### src/rtl/addsub_pkg.sv
package addsub_pkg;

  typedef enum logic [3:0] {
    OP_ADD    = 4'd0,
    OP_ADDC   = 4'd1,
    OP_ADDE   = 4'd2,
    OP_ADDI   = 4'd3,
    OP_ADDIC  = 4'd4,
    OP_ADDME  = 4'd5,
    OP_ADDZE  = 4'd6,
    OP_SUBF   = 4'd7,
    OP_SUBFC  = 4'd8,
    OP_SUBFE  = 4'd9,
    OP_SUBFI  = 4'd10,
    OP_SUBFME = 4'd11,
    OP_SUBFZE = 4'd12,
    OP_NEG    = 4'd13,
    OP_FLGRD  = 4'd14,
    OP_FLGCLR = 4'd15
  } addsub_op_e;

  typedef struct packed {
    logic so;
    logic ov;
    logic ca;
  } addsub_flags_t;

endpackage

### src/rtl/addsub_operand_sel.sv
module addsub_operand_sel
  import addsub_pkg::*;
#(
  parameter int W = 32
) (
  input  logic [3:0]   op_i,
  input  logic [W-1:0] opa_i,
  input  logic [W-1:0] opb_i,
  input  logic [W-1:0] imm_i,
  input  logic         ca_i,
  output logic [W-1:0] x_o,
  output logic [W-1:0] y_o,
  output logic         cin_o,
  output logic         upd_ca_o,
  output logic         arith_o,
  output logic         flag_rd_o,
  output logic         flag_clr_o
);

  localparam logic [W-1:0] ALL_ONES = {W{1'b1}};
  localparam logic [W-1:0] ALL_ZERO = {W{1'b0}};

  always_comb begin
    x_o        = ALL_ZERO;
    y_o        = ALL_ZERO;
    cin_o      = 1'b0;
    upd_ca_o   = 1'b0;
    arith_o    = 1'b1;
    flag_rd_o  = 1'b0;
    flag_clr_o = 1'b0;
    unique case (op_i)
      OP_ADD:    begin x_o = opa_i;  y_o = opb_i;                  end
      OP_ADDC:   begin x_o = opa_i;  y_o = opb_i;  upd_ca_o = 1'b1; end
      OP_ADDE:   begin x_o = opa_i;  y_o = opb_i;  cin_o = ca_i; upd_ca_o = 1'b1; end
      OP_ADDI:   begin x_o = opa_i;  y_o = imm_i;                  end
      OP_ADDIC:  begin x_o = opa_i;  y_o = imm_i;  upd_ca_o = 1'b1; end
      OP_ADDME:  begin x_o = opa_i;  y_o = ALL_ONES; cin_o = ca_i; upd_ca_o = 1'b1; end
      OP_ADDZE:  begin x_o = opa_i;  y_o = ALL_ZERO; cin_o = ca_i; upd_ca_o = 1'b1; end
      OP_SUBF:   begin x_o = ~opa_i; y_o = opb_i;  cin_o = 1'b1;   end
      OP_SUBFC:  begin x_o = ~opa_i; y_o = opb_i;  cin_o = 1'b1; upd_ca_o = 1'b1; end
      OP_SUBFE:  begin x_o = ~opa_i; y_o = opb_i;  cin_o = ca_i; upd_ca_o = 1'b1; end
      OP_SUBFI:  begin x_o = ~opa_i; y_o = imm_i;  cin_o = 1'b1; upd_ca_o = 1'b1; end
      OP_SUBFME: begin x_o = ~opa_i; y_o = ALL_ONES; cin_o = ca_i; upd_ca_o = 1'b1; end
      OP_SUBFZE: begin x_o = ~opa_i; y_o = ALL_ZERO; cin_o = ca_i; upd_ca_o = 1'b1; end
      OP_NEG:    begin x_o = ~opa_i; y_o = ALL_ZERO; cin_o = 1'b1; end
      OP_FLGRD:  begin arith_o = 1'b0; flag_rd_o = 1'b1;  end
      OP_FLGCLR: begin arith_o = 1'b0; flag_clr_o = 1'b1; end
      default:   begin arith_o = 1'b0; end
    endcase
  end

endmodule

### src/rtl/addsub_core.sv
module addsub_core #(
  parameter int W = 32
) (
  input  logic [W-1:0] x_i,
  input  logic [W-1:0] y_i,
  input  logic         cin_i,
  output logic [W-1:0] sum_o,
  output logic         cout_o,
  output logic         ovf_o
);

  localparam int SW = W + 1;

  logic [SW-1:0] wide_sum;

  always_comb begin
    wide_sum = {1'b0, x_i} + {1'b0, y_i} + {{(SW-1){1'b0}}, cin_i};
    sum_o    = wide_sum[W-1:0];
    cout_o   = wide_sum[W];
    // signed overflow: like-signed inputs producing a result of the other sign
    ovf_o    = (x_i[W-1] == y_i[W-1]) && (wide_sum[W-1] != x_i[W-1]);
  end

endmodule

### src/rtl/addsub_flag_reg.sv
module addsub_flag_reg
  import addsub_pkg::*;
(
  input  logic          clk,
  input  logic          rst_n,
  input  logic          valid_i,
  input  logic          upd_ca_i,
  input  logic          arith_i,
  input  logic          clr_i,
  input  logic          ovf_en_i,
  input  logic          cout_i,
  input  logic          ovf_i,
  output addsub_flags_t flags_q_o,
  output addsub_flags_t flags_d_o
);

  addsub_flags_t flags_q;
  addsub_flags_t flags_d;

  always_comb begin
    flags_d = flags_q;
    if (valid_i) begin
      if (clr_i) begin
        flags_d = '0;
      end else begin
        if (upd_ca_i) flags_d.ca = cout_i;
        if (arith_i && ovf_en_i) begin
          flags_d.ov = ovf_i;
          if (ovf_i) flags_d.so = 1'b1;
        end
      end
    end
  end

  always_ff @(posedge clk or negedge rst_n) begin
    if (!rst_n) begin
      flags_q <= '0;
    end else if (valid_i) begin
      flags_q <= flags_d;
    end
  end

  assign flags_q_o = flags_q;
  assign flags_d_o = flags_d;

endmodule

### src/rtl/addsub_record_gen.sv
module addsub_record_gen #(
  parameter int W = 32
) (
  input  logic [W-1:0] result_i,
  input  logic         so_next_i,
  input  logic         rec_en_i,
  output logic [3:0]   rec_o
);

  logic is_zero;
  logic is_neg;
  logic is_pos;

  always_comb begin
    is_zero = ~|result_i;
    is_neg  = result_i[W-1];
    is_pos  = ~is_zero & ~is_neg;
    if (rec_en_i) rec_o = {is_neg, is_pos, is_zero, so_next_i};
    else          rec_o = 4'b0000;
  end

endmodule

### src/rtl/addsub_flag_unit.sv
module addsub_flag_unit
  import addsub_pkg::*;
#(
  parameter int W           = 32,
  parameter int SYNC_STAGES = 2
) (
  input  logic         clk,
  input  logic         rst_n,
  input  logic         valid_i,
  input  logic [3:0]   op_i,
  input  logic [W-1:0] opa_i,
  input  logic [W-1:0] opb_i,
  input  logic [W-1:0] imm_i,
  input  logic         ovf_en_i,
  input  logic         rec_en_i,
  output logic [W-1:0] result_o,
  output logic [3:0]   rec_o,
  output logic         carry_o,
  output logic         ovf_o,
  output logic         sumovf_o
);

  localparam int PAD = W - 4;

  // reset: asserted asynchronously, released through a synchroniser
  logic [SYNC_STAGES-1:0] rst_sync_q;
  logic                   rst_core_n;

  always_ff @(posedge clk or negedge rst_n) begin
    if (!rst_n) rst_sync_q <= '0;
    else        rst_sync_q <= {rst_sync_q[SYNC_STAGES-2:0], 1'b1};
  end
  assign rst_core_n = rst_sync_q[SYNC_STAGES-1];

  logic [W-1:0]  x, y, sum;
  logic          cin, cout, ovf_raw;
  logic          upd_ca, arith, flag_rd, flag_clr;
  addsub_flags_t flags_q, flags_d;

  addsub_operand_sel #(.W(W)) u_sel (
    .op_i       (op_i),
    .opa_i      (opa_i),
    .opb_i      (opb_i),
    .imm_i      (imm_i),
    .ca_i       (flags_q.ca),
    .x_o        (x),
    .y_o        (y),
    .cin_o      (cin),
    .upd_ca_o   (upd_ca),
    .arith_o    (arith),
    .flag_rd_o  (flag_rd),
    .flag_clr_o (flag_clr)
  );

  addsub_core #(.W(W)) u_core (
    .x_i    (x),
    .y_i    (y),
    .cin_i  (cin),
    .sum_o  (sum),
    .cout_o (cout),
    .ovf_o  (ovf_raw)
  );

  addsub_flag_reg u_flags (
    .clk       (clk),
    .rst_n     (rst_core_n),
    .valid_i   (valid_i),
    .upd_ca_i  (upd_ca),
    .arith_i   (arith),
    .clr_i     (flag_clr),
    .ovf_en_i  (ovf_en_i),
    .cout_i    (cout),
    .ovf_i     (ovf_raw),
    .flags_q_o (flags_q),
    .flags_d_o (flags_d)
  );

  always_comb begin
    if (flag_rd) result_o = {{PAD{1'b0}}, flags_q.so, flags_q.ov, flags_q.ca, 1'b0};
    else         result_o = sum;
  end

  addsub_record_gen #(.W(W)) u_rec (
    .result_i  (result_o),
    .so_next_i (flags_d.so),
    .rec_en_i  (rec_en_i),
    .rec_o     (rec_o)
  );

  assign carry_o  = flags_q.ca;
  assign ovf_o    = flags_q.ov;
  assign sumovf_o = flags_q.so;

endmodule

### config.mk
export PLATFORM = sky130hd
export DESIGN_NAME = addsub_flag_unit
export DESIGN_NICKNAME = d
export VERILOG_FILES = /design/src/rtl/addsub_pkg.sv /design/src/rtl/addsub_operand_sel.sv /design/src/rtl/addsub_core.sv /design/src/rtl/addsub_flag_reg.sv /design/src/rtl/addsub_record_gen.sv /design/src/rtl/addsub_flag_unit.sv
export SDC_FILE = /design/constraint.sdc
export NUM_CORES = 1
export LEC_CHECK = 0
export CORE_UTILIZATION = 41
export CTS_CLUSTER_DIAMETER = 60
export DETAILED_ROUTE_END_ITERATION = 12
export DONT_BUFFER_PORTS = 1
export SLEW_MARGIN = 20
export SYNTH_ARGS = -nofsm -noshare
export SYNTH_HDL_FRONTEND = slang
export SYNTH_SLANG_ARGS = --single-unit
### constraint.sdc
create_clock -name clk -period 3.95 [get_ports clk]
set_input_delay 0 -clock clk [delete_from_list [all_inputs] [get_ports clk]]
set_output_delay 0 -clock clk [all_outputs]
set_load 0.02 [all_outputs]
* After elaboration in Yosys (flattened, before gate mapping)
Cells that the tools add are included.
** Cells by class
- Add/sub/neg operators :: 2
- Equality and inequality tests :: 17
- Muxes and demuxes :: 14
- Bitwise logic cells :: 3
- Reduce and logical (&&, ||, !) cells :: 18
** Operators with widths (number)
- one-hot mux 32 bit (3 select lines) :: 1
- one-hot mux 32 bit (2 select lines) :: 1
- adder 32 x 32 -> 33 bit :: 1
- adder 33 x 1 -> 33 bit :: 1
- == test 4 bit (second input constant) :: 8
- 2-to-1 mux 32 bit :: 1
- NOT 32 bit :: 1
- OR reduction 32 bit :: 1
- == test 4 x 3 -> 1 bit (second input constant) :: 4
- OR reduction 7 bit :: 2
- OR reduction 6 bit :: 2
- OR reduction 10 bit :: 1
- == test 4 x 2 -> 1 bit (second input constant) :: 2
- 2-to-1 mux 1 bit :: 6
- 2-to-1 mux 3 bit :: 2
- == test 4 x 1 -> 1 bit (second input constant) :: 1
- zero test 4 bit :: 1
- 2-to-1 mux 4 bit :: 1
- AND reduction 2 bit :: 2
- nonzero test 2 bit :: 2
- OR reduction 2 bit :: 2
- OR reduction 4 bit :: 1
- OR reduction 3 bit :: 1
- logical AND 1 bit :: 2
- 7 further kinds :: 7
** Storage, ports and cells
- Register bits after elaboration :: 5

* Longest topological paths before layout
- Depth in word-level cells :: 12
- Depth in mapped cells :: 18
- Gate-level depth less buffers :: 16

* Modules after synthesis
From an unflattened synthesis, not the netlist that was laid out.
** Second synthesis, totals
- Cell total of the unflattened synthesis :: 635
- Area, all modules :: 5236.3 um^2
** Modules (own cells, without submodules)
- addsub_operand_sel :: instances 1, cells each 337, area each 2967.8 um^2, sequential area each 0.0 um^2
- addsub_core :: instances 1, cells each 228, area each 1686.6 um^2, sequential area each 0.0 um^2
- addsub_flag_unit :: instances 1, cells each 38, area each 299.0 um^2, sequential area each 50.0 um^2
- addsub_flag_reg :: instances 1, cells each 17, area each 178.9 um^2, sequential area each 75.1 um^2
- addsub_record_gen :: instances 1, cells each 15, area each 103.8 um^2, sequential area each 0.0 um^2

* Worst setup path after synthesis
Ideal clock, no wire load.
- Path kind :: input to output
- Start point :: in op_i[3]
- End point :: out rec_o[2]
- Data arrival time :: 4285 ps
- Data required time :: 3950 ps
- Setup slack :: -335 ps
- Cell stages on the path :: 17
- Buffers on the path :: 1
- Path through :: clkbuf_1 inv_2 nand2_1 o32ai_1 a22oi_1 nand2_1 fa_1 fa_1 a21o_1 a22oi_1 a21oi_2 a211o_1 a41o_1 nand2_1 nor3b_1 nor4_1 a311oi_1
** Between the ends
- Cells in the longest elaborated chain, start to end :: 9
** RTL lines
- start: declaration :: RTL line addsub_flag_unit.sv:10 : input logic [3:0] op_i,
- == test 4 x 3 -> 1 bit, or another cell as far along :: RTL line addsub_operand_sel.sv:31 : unique case (op_i)
- OR reduction 6 bit (no line), or another cell as far along
- one-hot mux 32 bit (3 select lines) or one-hot mux 32 bit (2 select lines) (tied branches) :: RTL line addsub_operand_sel.sv:31
- adder 32 x 32 -> 33 bit :: RTL line addsub_core.sv:17 : wide_sum = {1'b0, x_i} + {1'b0, y_i} + {{(SW-1){1'b0}}, cin_i};
- adder 33 x 1 -> 33 bit :: RTL line addsub_core.sv:17
- 2-to-1 mux 32 bit * :: RTL line addsub_flag_unit.sv:79 : if (flag_rd) result_o = {{PAD{1'b0}}, flags_q.so, flags_q.ov, flags_q.ca, 1'b0};
- named net result_o[30] :: RTL line addsub_flag_unit.sv:16 : output logic [W-1:0] result_o,
- OR reduction 32 bit * :: RTL line addsub_record_gen.sv:15 : is_zero = ~|result_i;
- bitwise AND 1 bit * :: RTL line addsub_record_gen.sv:17 : is_pos = ~is_zero & ~is_neg;
- 2-to-1 mux 4 bit * :: RTL line addsub_record_gen.sv:18 : if (rec_en_i) rec_o = {is_neg, is_pos, is_zero, so_next_i};
- end: declaration :: RTL line addsub_flag_unit.sv:17 : output logic [3:0] rec_o,
Mark *: on every way through the listed nets, which the timed path passes. The rest lies on a longest branch.

* Final worst setup path
- Start point :: reg u_flags.flags_q_o[0] (netlist name)
- End point :: out rec_o[1]
** Between the ends
- Cells in the longest elaborated chain, start to end :: 6
** RTL lines (RTL line)
- one-hot mux 1 bit (2 select lines) :: addsub_operand_sel.sv:31
- adder 33 x 1 -> 33 bit :: addsub_core.sv:17
- 2-to-1 mux 32 bit * :: addsub_flag_unit.sv:79
- OR reduction 32 bit * :: addsub_record_gen.sv:15
- zero test 1 bit * :: addsub_record_gen.sv:15
- 2-to-1 mux 4 bit * :: addsub_record_gen.sv:18
Mark *: on every way between the ends. The rest lies on a longest branch, timed or not.

==> impl_metrics.tcl <==
set metrics [dict create \
    antenna_found_initial 0 \
    netlist.area_leader.share_pct 11.77 \
    synth_edf_count 0 \
    ys_ff_latch 5 \
    dp.cells 622 \
    clk_latency_ns 0.23 \
    min_period_ns 3.877 \
    syn_to_final_growth_pct 12.83 \
    status "complete, no violations" \
    hold_path.class "primary input to asynchronous set/reset pin" \
    fin_ws_ns 0.07289 \
    arrival_ns 3.88 \
    synth.distinct_cells 62 \
    cts.sinks 5 \
    worstSetupPathType "register to output port" \
    syn_nets 661 \
    maxCapViolations 0 \
    dp_slack_ns -0.07160 \
    yosysSeqAreaShare_pct 3.797 \
    final_common_cell "nand2_1" \
    crit_chain "mux2i_1 > nor2_1 > nor2_1 > a211oi_1 > fa_2 > fa_2 > a21o_1 > a31oi_2 > o21ai_2 > a211oi_2 > o221ai_2 > a22o_1 > a2111oi_4 > and4bb_2 > and4_4" \
    io_buffers 0 \
    ys_async_sr_fraction_pct 100.0 \
    rsz0062_at_grt "yes" \
    ant_nets 0 \
    placed_area_mm2 0.003570 \
    worst_setup_path_start_kind "register" \
    drv_slew 0 \
    h-tree-depth 1 \
    cts_tree "yes" \
    place_hpwl_um 8742 \
    wl_um 10950 \
    cp_max_fo 4 \
    gp_congestion 0.9092 \
    drive_gt1_share_pct 12.71 \
    num_vias 3886 \
    peakVddDrop_uv 132.4 \
    leakagePower_uw 0.001727 \
    num_io_pins 144 \
    cts_buffers 3 \
    period_share_pct 98.15 \
    dieHeight_um 91.66 \
    slowest_stage "dfrtp_1" \
    grt_first_pass_wirelength_um 17950 \
    fin_hold_ws_ns 0.006213 \
    drt_iter0_drc 248 \
    yosys.area.top_type "ha_1" \
    fin_nets 666 \
    worst_pin_slew_ns 0.7526 \
    finish.instance_area_mm2 0.003719 \
    synth-main-ff-cell "dfrtp_1" \
    coreArea_mm2 0.007767 \
    setup_violations 0 \
    first_global_vias 3786 \
    slowest_delay_ns 0.41 \
    first_pass_iters 5 \
    synthCells 523 \
    initial_core_util_pct 42.43 \
    grt_max_degree 32 \
    root_buffer "clkbuf_8" \
    avgSynthCellArea_um2 6.301 \
    rows 32 \
    yosys-top-cells-area "ha_1 (12%), a21oi_1 (9.4%), nand2_1 (9.0%), nor2_1 (7.6%), a22oi_1 (7.5%)" \
    track_usage_pct 25.75 \
    wl_per_cell_um 17.41 \
    power.total_uw 1491 \
    synthesis.area_mm2 0.003296 \
    clkTransAtPathRegs_ns 0.04 \
    crit_path_end_kind "output port" \
    route.detailed.drc 0 \
    dieWidth_um 91.66 \
    clk_path_buf_depth 2 \
    fmax_mhz 257.9 \
    layout_common_cells "nand2_1 (79), nor2_1 (67), a21oi_1 (61)" \
    skew_ns 0.004747 \
    final-instance-count-excl-fill 629 \
    diodes 0 \
    powerDensity_mw_per_mm2 401.1 \
    ys_warn_count 0 \
    relSlewSlack_pct 49.29 \
    hold_violations 0 \
    worstPathRequired_ns 3.95 \
    overflow 0 \
    viasPerCell 6.178 \
    dieArea_mm2 0.008401 \
]
-- state kept, by name, indices dropped and copies added (netlist names) --
| register | count |
|---|---|
| u_flags.flags_q_o | 3 |
| rst_sync_q | 2 |
-- layer usage --
layer / global-route usage [%] / part of all wire, %
met1: 32.26 / 44
met2: 46.80 / 47
met3: 3.483 / 7.3
met4: 5.026 / 1.1
met5: 0 / 0
-- synth_stat cells (5+ instances only) --
master and instances:
and2_1 9, o2111ai_1 5, a22oi_1 33, xor2_1 15
and3_1 9, o21ai_0 16, o21a_1 7, nand4_1 6
o21ai_1 7, a21o_1 19, a31oi_1 9, nor2_1 67
xnor2_1 10, buf_1 5, a21oi_1 62, nor3_1 8
dfrtp_1 5, nand2b_1 6, ha_1 31, o211ai_1 5
nand2_1 79, nand3_1 6, clkbuf_1 28, a211oi_1 8
inv_1 9
-- cells by family (layout without fill, tap and decap cells) --
group           Yosys count  count (layout)  share of synthesized area, %
compound gates          204             204                         41.69
simple gates            205             205                         28.02
fa+ha+maj                33              33                         12.98
xor+xnor                 25              25                         6.644
flops                     5               5                         3.797
buf+inv                  46              50                         5.543
other cells               1               1                        0.1138
mux                       4               4                         1.215
-- through the flow --
stage               setup TNS [ns]  util, %
global route               -0.2905    47.87
CTS                              0    47.26
finish                           0    47.87
global placement                 0    45.96
floorplan                        0        -
detailed placement        -0.08287    45.96
-- report_power, final --
group	switching (uW)	internal (uW)	total (uW)
clock	32.3	69.9	102
sequential	24.7	62.0	86.7
combinational	823	480	1300
-- layout make-up --
class                      instances  area, um^2
inverter                          10       37.54
tap                              102       127.6
timing repair buffer              36       275.3
sequential                         5       125.1
multi-input combinational        472        3108
fill                             800        4049
clock buffer                       4       45.04
-- worst max-delay path: cells and delay by family (launching register included) --
kind                     cells  cell delay [ns]
flip-flops                   1             0.41
adder cells (fa/ha/maj)      2             0.71
multiplexers                 1             0.16
AO/OA/AOI/OAI                8             1.65
AND/OR/NAND/NOR              4             0.74
-- final timing paths --
path,cells after the start,end,slack (ns),start
min in group clk,3,u_flags.flags_q_o[0]$_DFFE_PN0P_,0.07,op_i[1]
setup reg to reg,15,u_flags.flags_q_o[2]$_DFFE_PN0P_,0.60,u_flags.flags_q_o[0]$_DFFE_PN0P_
setup / recovery,15,rec_o[1],0.07,u_flags.flags_q_o[0]$_DFFE_PN0P_
hold / removal,1,rst_sync_q[1]$_DFF_PN0_,0.006,rst_n
max in group asynchronous,0,u_flags.flags_q_o[0]$_DFFE_PN0P_,3.75,rst_sync_q[1]$_DFF_PN0_
hold reg to reg,0,u_flags.flags_q_o[2]$_DFFE_PN0P_,0.05,rst_sync_q[1]$_DFF_PN0_
-- repair_timing --
| item | CTS | global route |
|---|---|---|
| resized for setup | 9 | 8 |
| hold buffers | 2 | 0 |
| buffers inserted | 1 | 0 |
| setup endpoints to repair | 3 | 3 |
| pin swaps | 6 | 6 |
| endpoints found under the hold margin | 5 | 0 |
Power figures use the tool's default switching activity.
